[src/rtl/dma_pkg.sv]
package dma_pkg;
  parameter int ADDR_W    = 32;
  parameter int DATA_W    = 32;
  parameter int PAGE_BITS = 12;
  parameter int QDEPTH    = 8;

  localparam int PAGE_SIZE = 1 << PAGE_BITS;
  localparam int LEN_W     = PAGE_BITS + 1;
  localparam int SUM_W     = PAGE_BITS + 2;
  localparam int QIW       = $clog2(QDEPTH);
  localparam int QCW       = $clog2(QDEPTH + 1);
  localparam int BYTES_W   = DATA_W / 8;

  typedef enum logic [2:0] {
    S_IDLE, S_CHECK, S_REQ, S_XFER, S_GAP
  } seq_state_t;

  typedef struct packed {
    logic [ADDR_W-1:0] addr;
    logic [LEN_W-1:0]  len;
    logic              last;
  } seg_desc_t;
endpackage

[src/rtl/dma_regs.sv]
module dma_regs
  import dma_pkg::*;
(
  input  logic              clk,
  input  logic              rst_n,
  input  logic              reg_we,
  input  logic [3:0]        reg_addr,
  input  logic [31:0]       reg_wdata,
  output logic [31:0]       reg_rdata,
  input  logic              busy_i,
  input  logic              done_set_i,
  input  logic              err_set_i,
  input  logic [QIW-1:0]    fail_idx_i,
  input  logic              q_clear_i,
  input  logic [QIW-1:0]    rd_idx_i,
  output seg_desc_t         desc_o,
  output logic [QCW-1:0]    q_count_o,
  output logic              start_o,
  output logic              dir_o,
  output logic [3:0]        dev_id_o,
  output logic              irq_o
);
  logic            dir_q, dir_d, ien_q, ien_d;
  logic [3:0]      id_q, id_d;
  logic [ADDR_W-1:0] stg_q, stg_d;
  logic [QCW-1:0]  cnt_q, cnt_d;
  logic            done_q, done_d, err_q, err_d, ovr_q, ovr_d;
  logic [QIW-1:0]  fidx_q, fidx_d;
  seg_desc_t       qmem [QDEPTH];
  logic            wr_ctrl, wr_stat, wr_stage, wr_push, start_wr;

  assign wr_ctrl  = reg_we && (reg_addr == 4'h0);
  assign wr_stat  = reg_we && (reg_addr == 4'h4);
  assign wr_stage = reg_we && (reg_addr == 4'h8) && !busy_i;
  assign wr_push  = reg_we && (reg_addr == 4'hC) && !busy_i && (cnt_q < QCW'(QDEPTH));
  assign start_wr = wr_ctrl && reg_wdata[0];
  assign start_o  = start_wr && !busy_i;

  always_comb begin
    dir_d = dir_q; ien_d = ien_q; id_d = id_q; stg_d = stg_q; cnt_d = cnt_q;
    done_d = done_q; err_d = err_q; ovr_d = ovr_q; fidx_d = fidx_q;
    if (wr_ctrl && !busy_i) begin
      dir_d = reg_wdata[1];
      ien_d = reg_wdata[2];
      id_d  = reg_wdata[7:4];
    end
    if (start_wr && busy_i) ovr_d = 1'b1;
    if (wr_stage) stg_d = reg_wdata;
    if (wr_push) cnt_d = cnt_q + QCW'(1);
    if (q_clear_i) cnt_d = '0;
    if (wr_stat) begin
      if (reg_wdata[1]) done_d = 1'b0;
      if (reg_wdata[2]) err_d  = 1'b0;
      if (reg_wdata[3]) ovr_d  = 1'b0;
    end
    if (done_set_i) done_d = 1'b1;
    if (err_set_i) begin
      err_d  = 1'b1;
      fidx_d = fail_idx_i;
    end
  end

  always_ff @(posedge clk or negedge rst_n) begin
    if (!rst_n) begin
      dir_q <= 1'b0; ien_q <= 1'b0; id_q <= '0; stg_q <= '0; cnt_q <= '0;
      done_q <= 1'b0; err_q <= 1'b0; ovr_q <= 1'b0; fidx_q <= '0;
    end else begin
      dir_q <= dir_d; ien_q <= ien_d; id_q <= id_d; stg_q <= stg_d; cnt_q <= cnt_d;
      done_q <= done_d; err_q <= err_d; ovr_q <= ovr_d; fidx_q <= fidx_d;
    end
  end

  always_ff @(posedge clk or negedge rst_n) begin
    if (!rst_n) begin
      for (int i = 0; i < QDEPTH; i++) qmem[i] <= '0;
    end else if (wr_push) begin
      qmem[cnt_q[QIW-1:0]] <= '{addr: stg_q, len: reg_wdata[LEN_W-1:0], last: reg_wdata[31]};
    end
  end

  assign desc_o    = qmem[rd_idx_i];
  assign q_count_o = cnt_q;
  assign dir_o     = dir_q;
  assign dev_id_o  = id_q;
  assign irq_o     = ien_q && (done_q || err_q);

  always_comb begin
    case (reg_addr)
      4'h0:    reg_rdata = {24'd0, id_q, 1'b0, ien_q, dir_q, 1'b0};
      4'h4:    reg_rdata = {25'd0, 3'(fidx_q), ovr_q, err_q, done_q, busy_i};
      4'h8:    reg_rdata = 32'(cnt_q);
      default: reg_rdata = '0;
    endcase
  end

  // start while busy leaves a sticky overrun mark
  p_overrun_sticky_r11: assert property (@(posedge clk) disable iff (!rst_n)
    (start_wr && busy_i) |=> ovr_q);

  // queue occupancy never exceeds its depth
  p_queue_bound_r3: assert property (@(posedge clk) disable iff (!rst_n)
    cnt_q <= QCW'(QDEPTH));
endmodule

[src/rtl/dma_seq.sv]
module dma_seq
  import dma_pkg::*;
(
  input  logic               clk,
  input  logic               rst_n,
  input  logic               start_i,
  input  seg_desc_t          desc_i,
  input  logic [QCW-1:0]     q_count_i,
  input  logic               dir_i,
  output logic [QIW-1:0]     rd_idx_o,
  output logic               busy_o,
  output logic               done_set_o,
  output logic               err_set_o,
  output logic               q_clear_o,
  output logic               bus_req_o,
  input  logic               bus_gnt_i,
  output logic               mem_valid_o,
  output logic               mem_we_o,
  output logic [ADDR_W-1:0]  mem_addr_o,
  output logic [DATA_W-1:0]  mem_wdata_o,
  input  logic [DATA_W-1:0]  mem_rdata_i,
  input  logic               dev_ready_i,
  input  logic [DATA_W-1:0]  dev_rdata_i,
  output logic               dev_strobe_o,
  output logic [DATA_W-1:0]  dev_wdata_o
);
  seq_state_t        state_q, state_d;
  logic [QIW-1:0]    idx_q, idx_d;
  logic [ADDR_W-1:0] addr_q, addr_d;
  logic [LEN_W-1:0]  rem_q, rem_d;
  logic              last_q, last_d;
  logic              move, bad, empty;

  assign move  = (state_q == S_XFER) && bus_gnt_i && dev_ready_i;
  assign empty = QCW'(idx_q) >= q_count_i;
  assign bad   = (desc_i.len == '0) || (desc_i.len[1:0] != 2'b00) ||
                 (desc_i.addr[1:0] != 2'b00) ||
                 ((SUM_W'(desc_i.addr[PAGE_BITS-1:0]) + SUM_W'(desc_i.len)) > SUM_W'(PAGE_SIZE));

  always_comb begin
    state_d = state_q; idx_d = idx_q; addr_d = addr_q; rem_d = rem_q; last_d = last_q;
    done_set_o = 1'b0; err_set_o = 1'b0; q_clear_o = 1'b0;
    case (state_q)
      S_IDLE: if (start_i) begin
        idx_d = '0;
        state_d = S_CHECK;
      end
      S_CHECK: if (empty || bad) begin
        err_set_o = 1'b1;
        q_clear_o = 1'b1;
        state_d   = S_IDLE;
      end else begin
        addr_d  = desc_i.addr;
        rem_d   = desc_i.len;
        last_d  = desc_i.last || ((QCW'(idx_q) + QCW'(1)) == q_count_i);
        state_d = S_REQ;
      end
      S_REQ: if (bus_gnt_i) state_d = S_XFER;
      S_XFER: if (move) begin
        addr_d = addr_q + ADDR_W'(BYTES_W);
        rem_d  = rem_q - LEN_W'(BYTES_W);
        if (rem_q == LEN_W'(BYTES_W)) state_d = S_GAP;
      end
      S_GAP: if (last_q) begin
        done_set_o = 1'b1;
        q_clear_o  = 1'b1;
        state_d    = S_IDLE;
      end else begin
        idx_d   = idx_q + QIW'(1);
        state_d = S_CHECK;
      end
      default: state_d = S_IDLE;
    endcase
  end

  always_ff @(posedge clk or negedge rst_n) begin
    if (!rst_n) begin
      state_q <= S_IDLE; idx_q <= '0; addr_q <= '0; rem_q <= '0; last_q <= 1'b0;
    end else begin
      state_q <= state_d; idx_q <= idx_d; addr_q <= addr_d; rem_q <= rem_d; last_q <= last_d;
    end
  end

  assign rd_idx_o     = idx_q;
  assign busy_o       = state_q != S_IDLE;
  assign bus_req_o    = (state_q == S_REQ) || (state_q == S_XFER);
  assign mem_valid_o  = move;
  assign mem_we_o     = move && !dir_i;
  assign mem_addr_o   = addr_q;
  assign mem_wdata_o  = dev_rdata_i;
  assign dev_strobe_o = move;
  assign dev_wdata_o  = mem_rdata_i;

  // an access is preceded by a request already held in the prior cycle
  p_req_before_access_r4: assert property (@(posedge clk) disable iff (!rst_n)
    mem_valid_o |-> (bus_gnt_i && $past(bus_req_o)));

  // back-to-back words walk the address upward by one word
  p_addr_step_r5: assert property (@(posedge clk) disable iff (!rst_n)
    (mem_valid_o && $past(mem_valid_o)) |-> (mem_addr_o == $past(mem_addr_o) + ADDR_W'(BYTES_W)));

  // a rejection returns the engine to idle in the next cycle
  p_err_to_idle_r7: assert property (@(posedge clk) disable iff (!rst_n)
    err_set_o |=> !busy_o);
endmodule

[src/rtl/dma_chain_engine.sv]
module dma_chain_engine
  import dma_pkg::*;
(
  input  logic        clk,
  input  logic        rst_n,
  input  logic        reg_we,
  input  logic [3:0]  reg_addr,
  input  logic [31:0] reg_wdata,
  output logic [31:0] reg_rdata,
  output logic        bus_req,
  input  logic        bus_gnt,
  output logic        mem_valid,
  output logic        mem_we,
  output logic [31:0] mem_addr,
  output logic [31:0] mem_wdata,
  input  logic [31:0] mem_rdata,
  output logic [3:0]  dev_id,
  input  logic        dev_ready,
  input  logic [31:0] dev_rdata,
  output logic        dev_strobe,
  output logic [31:0] dev_wdata,
  output logic        irq
);
  seg_desc_t      desc;
  logic [QCW-1:0] q_count;
  logic [QIW-1:0] rd_idx;
  logic           busy, done_set, err_set, q_clear, start, dir;

  dma_regs u_regs (
    .clk, .rst_n, .reg_we, .reg_addr, .reg_wdata, .reg_rdata,
    .busy_i(busy), .done_set_i(done_set), .err_set_i(err_set), .fail_idx_i(rd_idx),
    .q_clear_i(q_clear), .rd_idx_i(rd_idx), .desc_o(desc), .q_count_o(q_count),
    .start_o(start), .dir_o(dir), .dev_id_o(dev_id), .irq_o(irq)
  );

  dma_seq u_seq (
    .clk, .rst_n, .start_i(start), .desc_i(desc), .q_count_i(q_count), .dir_i(dir),
    .rd_idx_o(rd_idx), .busy_o(busy), .done_set_o(done_set), .err_set_o(err_set),
    .q_clear_o(q_clear), .bus_req_o(bus_req), .bus_gnt_i(bus_gnt),
    .mem_valid_o(mem_valid), .mem_we_o(mem_we), .mem_addr_o(mem_addr),
    .mem_wdata_o(mem_wdata), .mem_rdata_i(mem_rdata), .dev_ready_i(dev_ready),
    .dev_rdata_i(dev_rdata), .dev_strobe_o(dev_strobe), .dev_wdata_o(dev_wdata)
  );
endmodule

[config.mk]
export PLATFORM = sky130hd
export DESIGN_NAME = dma_chain_engine
export DESIGN_NICKNAME = d
export VERILOG_FILES = /design/src/rtl/dma_pkg.sv /design/src/rtl/dma_regs.sv /design/src/rtl/dma_seq.sv /design/src/rtl/dma_chain_engine.sv
export SDC_FILE = /design/constraint.sdc
export NUM_CORES = 1
export LEC_CHECK = 0
export BUFFER_PORTS_ARGS = -buffer_cell sky130_fd_sc_hd__buf_2
export CAP_MARGIN = 10
export CORE_ASPECT_RATIO = 0.8
export CORE_UTILIZATION = 30
export DETAILED_ROUTE_END_ITERATION = 6
export SYNTH_ARGS = -nofsm -noshare
export SYNTH_HDL_FRONTEND = slang
export SYNTH_HIERARCHICAL = 1
export SYNTH_SLANG_ARGS = --single-unit
[constraint.sdc]
create_clock -name clk -period 12.01 [get_ports clk]
set_clock_uncertainty 0.2 [all_clocks]
set_input_delay 1.201 -clock clk [delete_from_list [all_inputs] [get_ports clk]]
set_output_delay 1.201 -clock clk [all_outputs]
set_load 0.05 [all_outputs]
==> results of run 1 <==
-- stage by stage --
stage,cells,cell area (um^2)
after floorplan,1728,23500
after global placement,2664,24250
after detailed placement,2664,24250
after CTS,2750,25980
after global routing,2751,26010
final,2751,26010
-- layer usage --
| layer | global-route usage (%) | share of wire (%) | vias up |
|---|---|---|---|
| met4 | 3.568 | 2.1 | 2 |
| li1 | - | - | 6204 |
| met2 | 23.06 | 45 | 429 |
| met3 | 3.378 | 6.1 | 98 |
| met5 | 0.3686 | 0.077 | - |
| met1 | 21.61 | 47 | 7637 |
-- state kept, by name, indices dropped and copies added (netlist names), 3 cells and up --
register and count:
u_regs/dev_id_o 4, u_seq/rd_idx_o 3, u_regs/qmem 368, u_seq/rem_q 13
u_regs/stg_q 32, u_seq/mem_addr_o 32, u_regs/fidx_q 3, u_regs/q_count_o 4
u_seq/state_q 3
-- cells in the final DEF, fill, tap and decap left out, drive strengths merged, types with 4 or more instances in the layout --
cell type  instances
a211oi            36
a21o               9
a21oi             34
a2bb2oi           33
a31oi             12
and2              10
and3              16
and4               5
buf              116
bufinv             8
clkbuf            70
clkinv             8
conb              24
dfrtp            468
ha                20
inv               30
mux2             457
mux2i              8
mux4              92
nand2             35
nand3             31
nand3b             4
nand4             13
nor2              39
nor2b              7
nor3              16
nor3b              4
nor4               9
nor4b              4
o21ai             45
o22ai              9
or4                5
xnor2              4
-- logic make-up (layout without fill, tap and decap cells) --
family,after synthesis,after routing,share of synthesized area (%)
buffers and inverters,232,232,5.682
other,1,24,0.01602
xor gates and xnor gates,7,7,0.2619
muxes,557,557,31.82
adders and majority gates,21,21,1.155
DFF,468,468,50.03
AOI/OAI and AO/OA,209,209,6.115
and+or+nand+nor,210,210,4.923
-- final timing paths --
path                                  endpoint           startpoint
min                        u_seq/mem_addr_o[0]  u_seq/mem_addr_o[0]
max                        u_seq/mem_addr_o[3]    u_seq/rd_idx_o[1]
max reg2reg                u_seq/mem_addr_o[3]    u_seq/rd_idx_o[1]
min in group asynchronous     u_regs/stg_q[26]                rst_n
max in group asynchronous     u_regs/qmem[256]                rst_n
min reg2reg                u_seq/mem_addr_o[0]  u_seq/mem_addr_o[0]
-- cell type report --
type	instances	area [um^2]
multi-input combinational	1028	10490
sequential	468	11720
timing repair buffer	116	678.2
clock inverter	16	280.3
fill	7505	51190
tap	1023	1280
clock buffer	70	1445
inverter	30	112.6
-- power by group --
group / internal, uW / total (uW) / switching [uW]
combinational: 478 / 1140 / 661
sequential: 1800 / 2050 / 248
clock: 1000 / 1620 / 623
total: 3280 / 4810 / 1530
==> impl_results.rst, run 1 <==
.. list-table::
   :header-rows: 1

   * - Metric
     - Value
   * - Result of the run
     - finished clean
   * - Crit path largest cell delay
     - 0.97 ns
   * - Total routing usage reported by global routing
     - 15.10%
   * - Die area
     - 79160 um^2
   * - Worst slack, placed
     - 5.574 ns
   * - P per Cell Area
     - 185.1 nW/um^2
   * - Number of gates resized after CTS
     - 0
   * - Achievable frequency
     - 153.8 MHz
   * - Number of design rule violations left after detail routing
     - 0
   * - List of cells traversed by the critical path
     - buf_4, mux4_2, mux2_2, ha_1, a21oi_1, nand2_1, or4_1, a211oi_2, o2111ai_1, o31a_2, a21oi_4, mux2_2
   * - Die W
     - 314.3 um
   * - Hold Worst Slack
     - 0.2808 ns
   * - Clock latency on the worst-skew pair
     - 0.57 ns
   * - Maximum number of pins on one net before global-route repair
     - 90
   * - Worst setup margin
     - 5.509 ns
   * - Synth async-reset ratio
     - 100.0%
   * - Clock buffer count from CTS
     - 48
   * - Proportion of netlist area held by the largest area contributor
     - 50.03%
   * - Cell depth of the worst min-delay path
     - 1
   * - Number of distinct standard cells referenced by the synthesized netlist
     - 70
   * - Netlist area before placement
     - 23410 um^2
   * - # setup viols final
     - 0
   * - Number of synthesized register bits
     - 468
   * - Mean instance size in the synthesized netlist
     - 13.73 um^2
   * - Slowest stage cell, crit path
     - sky130_fd_sc_hd__a21oi_4
   * - Final sum of negative setup slack
     - 0 ns
   * - Routed Antenna Nets
     - 0
   * - Clock edge transition at the registers on the reported setup and hold paths
     - 0.06 ns
   * - Row Count
     - 91
   * - Nature of the critical path startpoint
     - register
   * - Unrepaired setup endpoints after global routing
     - false
   * - Top-level port count
     - 242
   * - Type of the worst min-delay path
     - register to register
   * - Cell mode on critical path
     - sky130_fd_sc_hd__mux2_2
   * - Required time at the endpoint of the critical path
     - 12.26 ns
   * - Count of buffering cells on the critical path with inverters included
     - 1
   * - Synthesis-to-finish area growth
     - 11.10%
   * - Transition time at the pin with the least slew margin
     - 1.066 ns
   * - Initial Utilization
     - 30.32%
   * - Cell depth of the worst flop-to-flop path
     - 12
   * - Worst path depth
     - 12
   * - Worst rel slew slack
     - 28.78%
   * - Critical path's top delay family
     - compound AO/OA/AOI/OAI gates
   * - Final number of max-transition violations
     - 0
   * - Type of the worst setup path
     - register to register
   * - Buffers on Ports
     - 89
   * - Core outline area
     - 77200 um^2
   * - Number of enable-type register cells in the synthesized netlist
     - 0
   * - Final clock period utilization by the worst path
     - 54.13%
   * - Leading cell types by count after synthesis
     - sky130_fd_sc_hd__dfrtp_1 (468), sky130_fd_sc_hd__mux2_2 (415), sky130_fd_sc_hd__mux4_2 (92)
   * - Routed wire length per instance
     - 21.81 um
   * - Synthesized netlist cell count
     - 1705
   * - Share of post-route cells with drive strength above 1
     - 44.10%
   * - Dominant register cell in the synthesized netlist
     - sky130_fd_sc_hd__dfrtp_1
   * - Via count normalized by instance count
     - 5.224
   * - Antenna Cells
     - 0
   * - Total wirelength of the detailed-routed design
     - 60.01 mm
   * - Wire length of the first global-routing pass
     - 93.13 mm
   * - Nets
     - 1818
   * - Number of antenna violations at the first check in global routing
     - 3
   * - Post-synthesis cell type with the largest combined area
     - sky130_fd_sc_hd__dfrtp_1
   * - Number of DRC markers in iteration 0
     - 1262
   * - Most area-consuming cells after synthesis
     - sky130_fd_sc_hd__dfrtp_1 (50%), sky130_fd_sc_hd__mux2_2 (20%), sky130_fd_sc_hd__mux4_2 (8.9%), sky130_fd_sc_hd__buf_4 (2.9%), sky130_fd_sc_hd__mux2_4 (2.6%)
   * - Initial DRT Pass Iterations
     - 5
   * - Crit path arrival time
     - 6.75 ns
   * - Total half-perimeter wirelength after legalization and detailed placement
     - 37.59 mm
   * - IR Drop Worst-Case VDD
     - 0.00009022 V
   * - Setup fix buffers added after clock tree synthesis
     - 0
   * - Most used standard cell by instance count after synthesis
     - sky130_fd_sc_hd__dfrtp_1
   * - Utilization after layout
     - 33.69%
   * - Final critical-path required period
     - 6.501 ns
   * - Overflow left after global routing
     - 0
   * - Clock Tree Root
     - sky130_fd_sc_hd__clkbuf_16
   * - CTS HTree Levels
     - 2
   * - Category of the worst setup path capture point
     - register
   * - Critical path fanouts, max
     - 57
   * - Leakage power summed over all cells
     - 0.01206 uW
   * - Reg-to-reg slack, setup
     - 5.51 ns
   * - Final Hold Violating Endpoints
     - 0
   * - Die span in y
     - 251.8 um
   * - Final Total Pwr
     - 4813 uW
   * - CTS sink count
     - 468
   * - Total of max-cap violations
     - 0
   * - Total number of yosys warnings
     - 6
   * - Via count of the first global-routing pass
     - 15100
   * - Hold buffer count at CTS
     - 0
   * - Final weighted congestion in routability-driven placement
     - 0.8550
   * - CTS tree
     - done
   * - Maximum clock insertion buffer count
     - 3
   * - Vias after detailed routing
     - 14370
   * - Proportion of synthesized chip area in sequential cells
     - 50.03%
Power figures use the tool's default switching activity.
==> inputs of run 2 (changes only) <==
clock period = 6.7 ns   (was 12.01 ns; I/O delays follow)
==> impl_results.rst, run 2 (synthesis gave the netlist of run 1 again) <==
.. list-table::
   :header-rows: 1

   * - Metric
     - Value
   * - Finished layout cell area
     - 26090 um^2
   * - Reg2Reg Launch Point
     - u_seq/rd_idx_o[0]
   * - Buffers on Ports
     - 89
   * - Final clock period utilization by the worst path
     - 81.08%
   * - Overflow left after global routing
     - 0
   * - Final number of max-transition violations
     - 0
   * - Number of gates resized after CTS
     - 0
   * - Top-level port count
     - 242
   * - Cell depth of the worst min-delay path
     - 2
   * - IR Drop Worst-Case VDD
     - 0.0001782 V
   * - Worst setup margin
     - 1.268 ns
   * - Clock edge transition at the registers on the reported setup and hold paths
     - 0.06 ns
   * - Post-detailed-placement cell area
     - 24300 um^2
   * - CTS sink count
     - 468
   * - Final weighted congestion in routability-driven placement
     - 0.8623
   * - Type of the worst setup path
     - register to register
   * - Global routing usage on met1
     - 20.99%
   * - Reg-to-reg slack, setup
     - 1.27 ns
   * - Worst rel slew slack
     - 35.45%
   * - Total wirelength of the detailed-routed design
     - 59.36 mm
   * - Layout fillers
     - 7495
   * - Routed wire length per instance
     - 21.52 um
   * - Maximum number of pins on one net before global-route repair
     - 167
   * - Final sum of negative setup slack
     - 0 ns
   * - Total of max-cap violations
     - 0
   * - Initial DRT Pass Iterations
     - 6
   * - Type of the worst min-delay path
     - primary input to register
   * - Number of design rule violations left after detail routing
     - 0
   * - Clock buffer count from CTS
     - 49
   * - Category of the worst setup path capture point
     - register
   * - Most frequent cells in the layout
     - sky130_fd_sc_hd__dfrtp_1 (465), sky130_fd_sc_hd__mux2_2 (415), sky130_fd_sc_hd__mux4_2 (92), sky130_fd_sc_hd__buf_2 (88), sky130_fd_sc_hd__clkbuf_16 (51)
   * - M3 GR Usage
     - 3.600%
   * - Number of DRC markers in iteration 0
     - 1078
   * - Core outline area
     - 77200 um^2
   * - Required time at the endpoint of the critical path
     - 6.96 ns
   * - Synthesis-to-finish area growth
     - 11.47%
   * - Final critical-path required period
     - 5.432 ns
   * - Achievable frequency
     - 184.1 MHz
   * - # setup viols final
     - 0
   * - Unrepaired setup endpoints after global routing
     - false
   * - P per Cell Area
     - 333.6 nW/um^2
   * - Total half-perimeter wirelength after legalization and detailed placement
     - 37.45 mm
   * - Critical path fanouts, max
     - 28
   * - Maximum clock insertion buffer count
     - 3
   * - Transition time at the pin with the least slew margin
     - 0.9683 ns
   * - Nature of the critical path startpoint
     - register
   * - CTS HTree Levels
     - 2
   * - Die span in y
     - 251.8 um
   * - Met2 Resource Use GR
     - 23.34%
   * - Vias after detailed routing
     - 14320
   * - Min-Delay Endpoint
     - u_regs/stg_q[28]
   * - Number of antenna violations at the first check in global routing
     - 1
   * - Result of the run
     - finished clean
   * - Row Count
     - 91
   * - Routed Antenna Nets
     - 0
   * - Nets
     - 1822
   * - Final Hold Violating Endpoints
     - 0
   * - CTS tree
     - done
   * - Utilization after layout
     - 33.80%
   * - Cell depth of the worst flop-to-flop path
     - 13
   * - Antenna Cells
     - 0
   * - Wire length of the first global-routing pass
     - 92.67 mm
   * - Most Crowded Layer GR
     - met2
   * - Die W
     - 314.3 um
   * - Reg-to-Reg End
     - u_seq/mem_addr_o[21]
   * - Clock latency on the worst-skew pair
     - 0.60 ns
   * - Die area
     - 79160 um^2
   * - Via count of the first global-routing pass
     - 15100
   * - Launch point of the worst hold path
     - reg_wdata[28]
   * - Total routing usage reported by global routing
     - 15.03%
   * - Share of post-route cells with drive strength above 1
     - 44.38%
   * - Initial Utilization
     - 30.32%
   * - Worst slack, placed
     - 1.311 ns
   * - Most frequent standard cell in the layout excluding fill and tap cells
     - sky130_fd_sc_hd__dfrtp_1
   * - Clock Tree Root
     - sky130_fd_sc_hd__clkbuf_16
   * - Flip-flop count of the largest register, all copies and words added
     - 368
   * - Via count normalized by instance count
     - 5.193
   * - Register containing the most flip-flops in the final layout
     - u_regs/qmem
   * - Crit path arrival time
     - 5.70 ns
   * - Leakage power summed over all cells
     - 0.01210 uW
## run 2: worst max path at each step
stage,startpoint,endpoint
final,u_seq/rd_idx_o[0],u_seq/mem_addr_o[21]
after global routing,u_seq/rd_idx_o[0],u_seq/mem_addr_o[4]
after CTS,u_seq/rd_idx_o[0],u_seq/mem_addr_o[20]
after detailed placement,u_seq/rd_idx_o[0],u_seq/mem_addr_o[21]
after global placement,u_seq/rd_idx_o[0],u_seq/mem_addr_o[14]
after floorplan,u_seq/rd_idx_o[0],u_regs/q_count_o[3]
## run 2: power by group
group | internal, uW | leakage, uW | total (uW) | switching (uW)
clock | 1830 | 0.000878 | 2980 | 1150
sequential | 3230 | 0.00636 | 3680 | 453
combinational | 861 | 0.00486 | 2040 | 1180
total | 5920 | 0.0121 | 8700 | 2790
## run 2: area by class of cell
| type | instances | area (um^2) | area share, % |
|---|---|---|---|
| Clock inverter | 22 | 321.6 | 1.232 |
| Sequential cell | 468 | 11720 | 44.91 |
| Inverter | 30 | 112.6 | 0.4316 |
| Tap cell | 1023 | 1280 | 4.905 |
| Multi-Input combinational cell | 1028 | 10490 | 40.21 |
| Clock buffer | 68 | 1460 | 5.596 |
| Timing Repair Buffer | 119 | 708.2 | 2.714 |
## run 2: what timing repair did
item                                   in CTS  in global routing
endpoints found under the hold margin      97                  0
hold buffers                                1                  0
setup buffers                               0                  0
## run 2: critical path: stages (launching register included)
cell                        delay [ns]
sky130_fd_sc_hd__dfrtp_4          0.68
sky130_fd_sc_hd__buf_4            0.38
sky130_fd_sc_hd__mux4_2           0.54
sky130_fd_sc_hd__mux2_2           0.30
sky130_fd_sc_hd__ha_1             0.35
sky130_fd_sc_hd__a21oi_1          0.22
sky130_fd_sc_hd__nand2_1          0.10
sky130_fd_sc_hd__or4_1            0.54
sky130_fd_sc_hd__a211oi_2         0.20
sky130_fd_sc_hd__o2111ai_1        0.13
sky130_fd_sc_hd__o31a_2           0.55
sky130_fd_sc_hd__a21oi_4          0.59
sky130_fd_sc_hd__buf_4            0.36
sky130_fd_sc_hd__a2bb2oi_1        0.11
## run 2: stage by stage
stage               std cells  total power [uW]  hold slack [ns]
floorplan                1728              5171           0.1744
global placement         2667              5672           0.2657
detailed placement       2667              5754           0.2797
CTS                      2758              8780          0.07527
global route             2758              9113          0.09099
finish                   2758              8705           0.1074
## run 2: layer usage
layer / vias up / wire length (um)
met2: 417 / 27430
met1: 7594 / 26920
met3: 79 / 3964
met5: - / 46
li1: 6231 / -
met4: 2 / 995
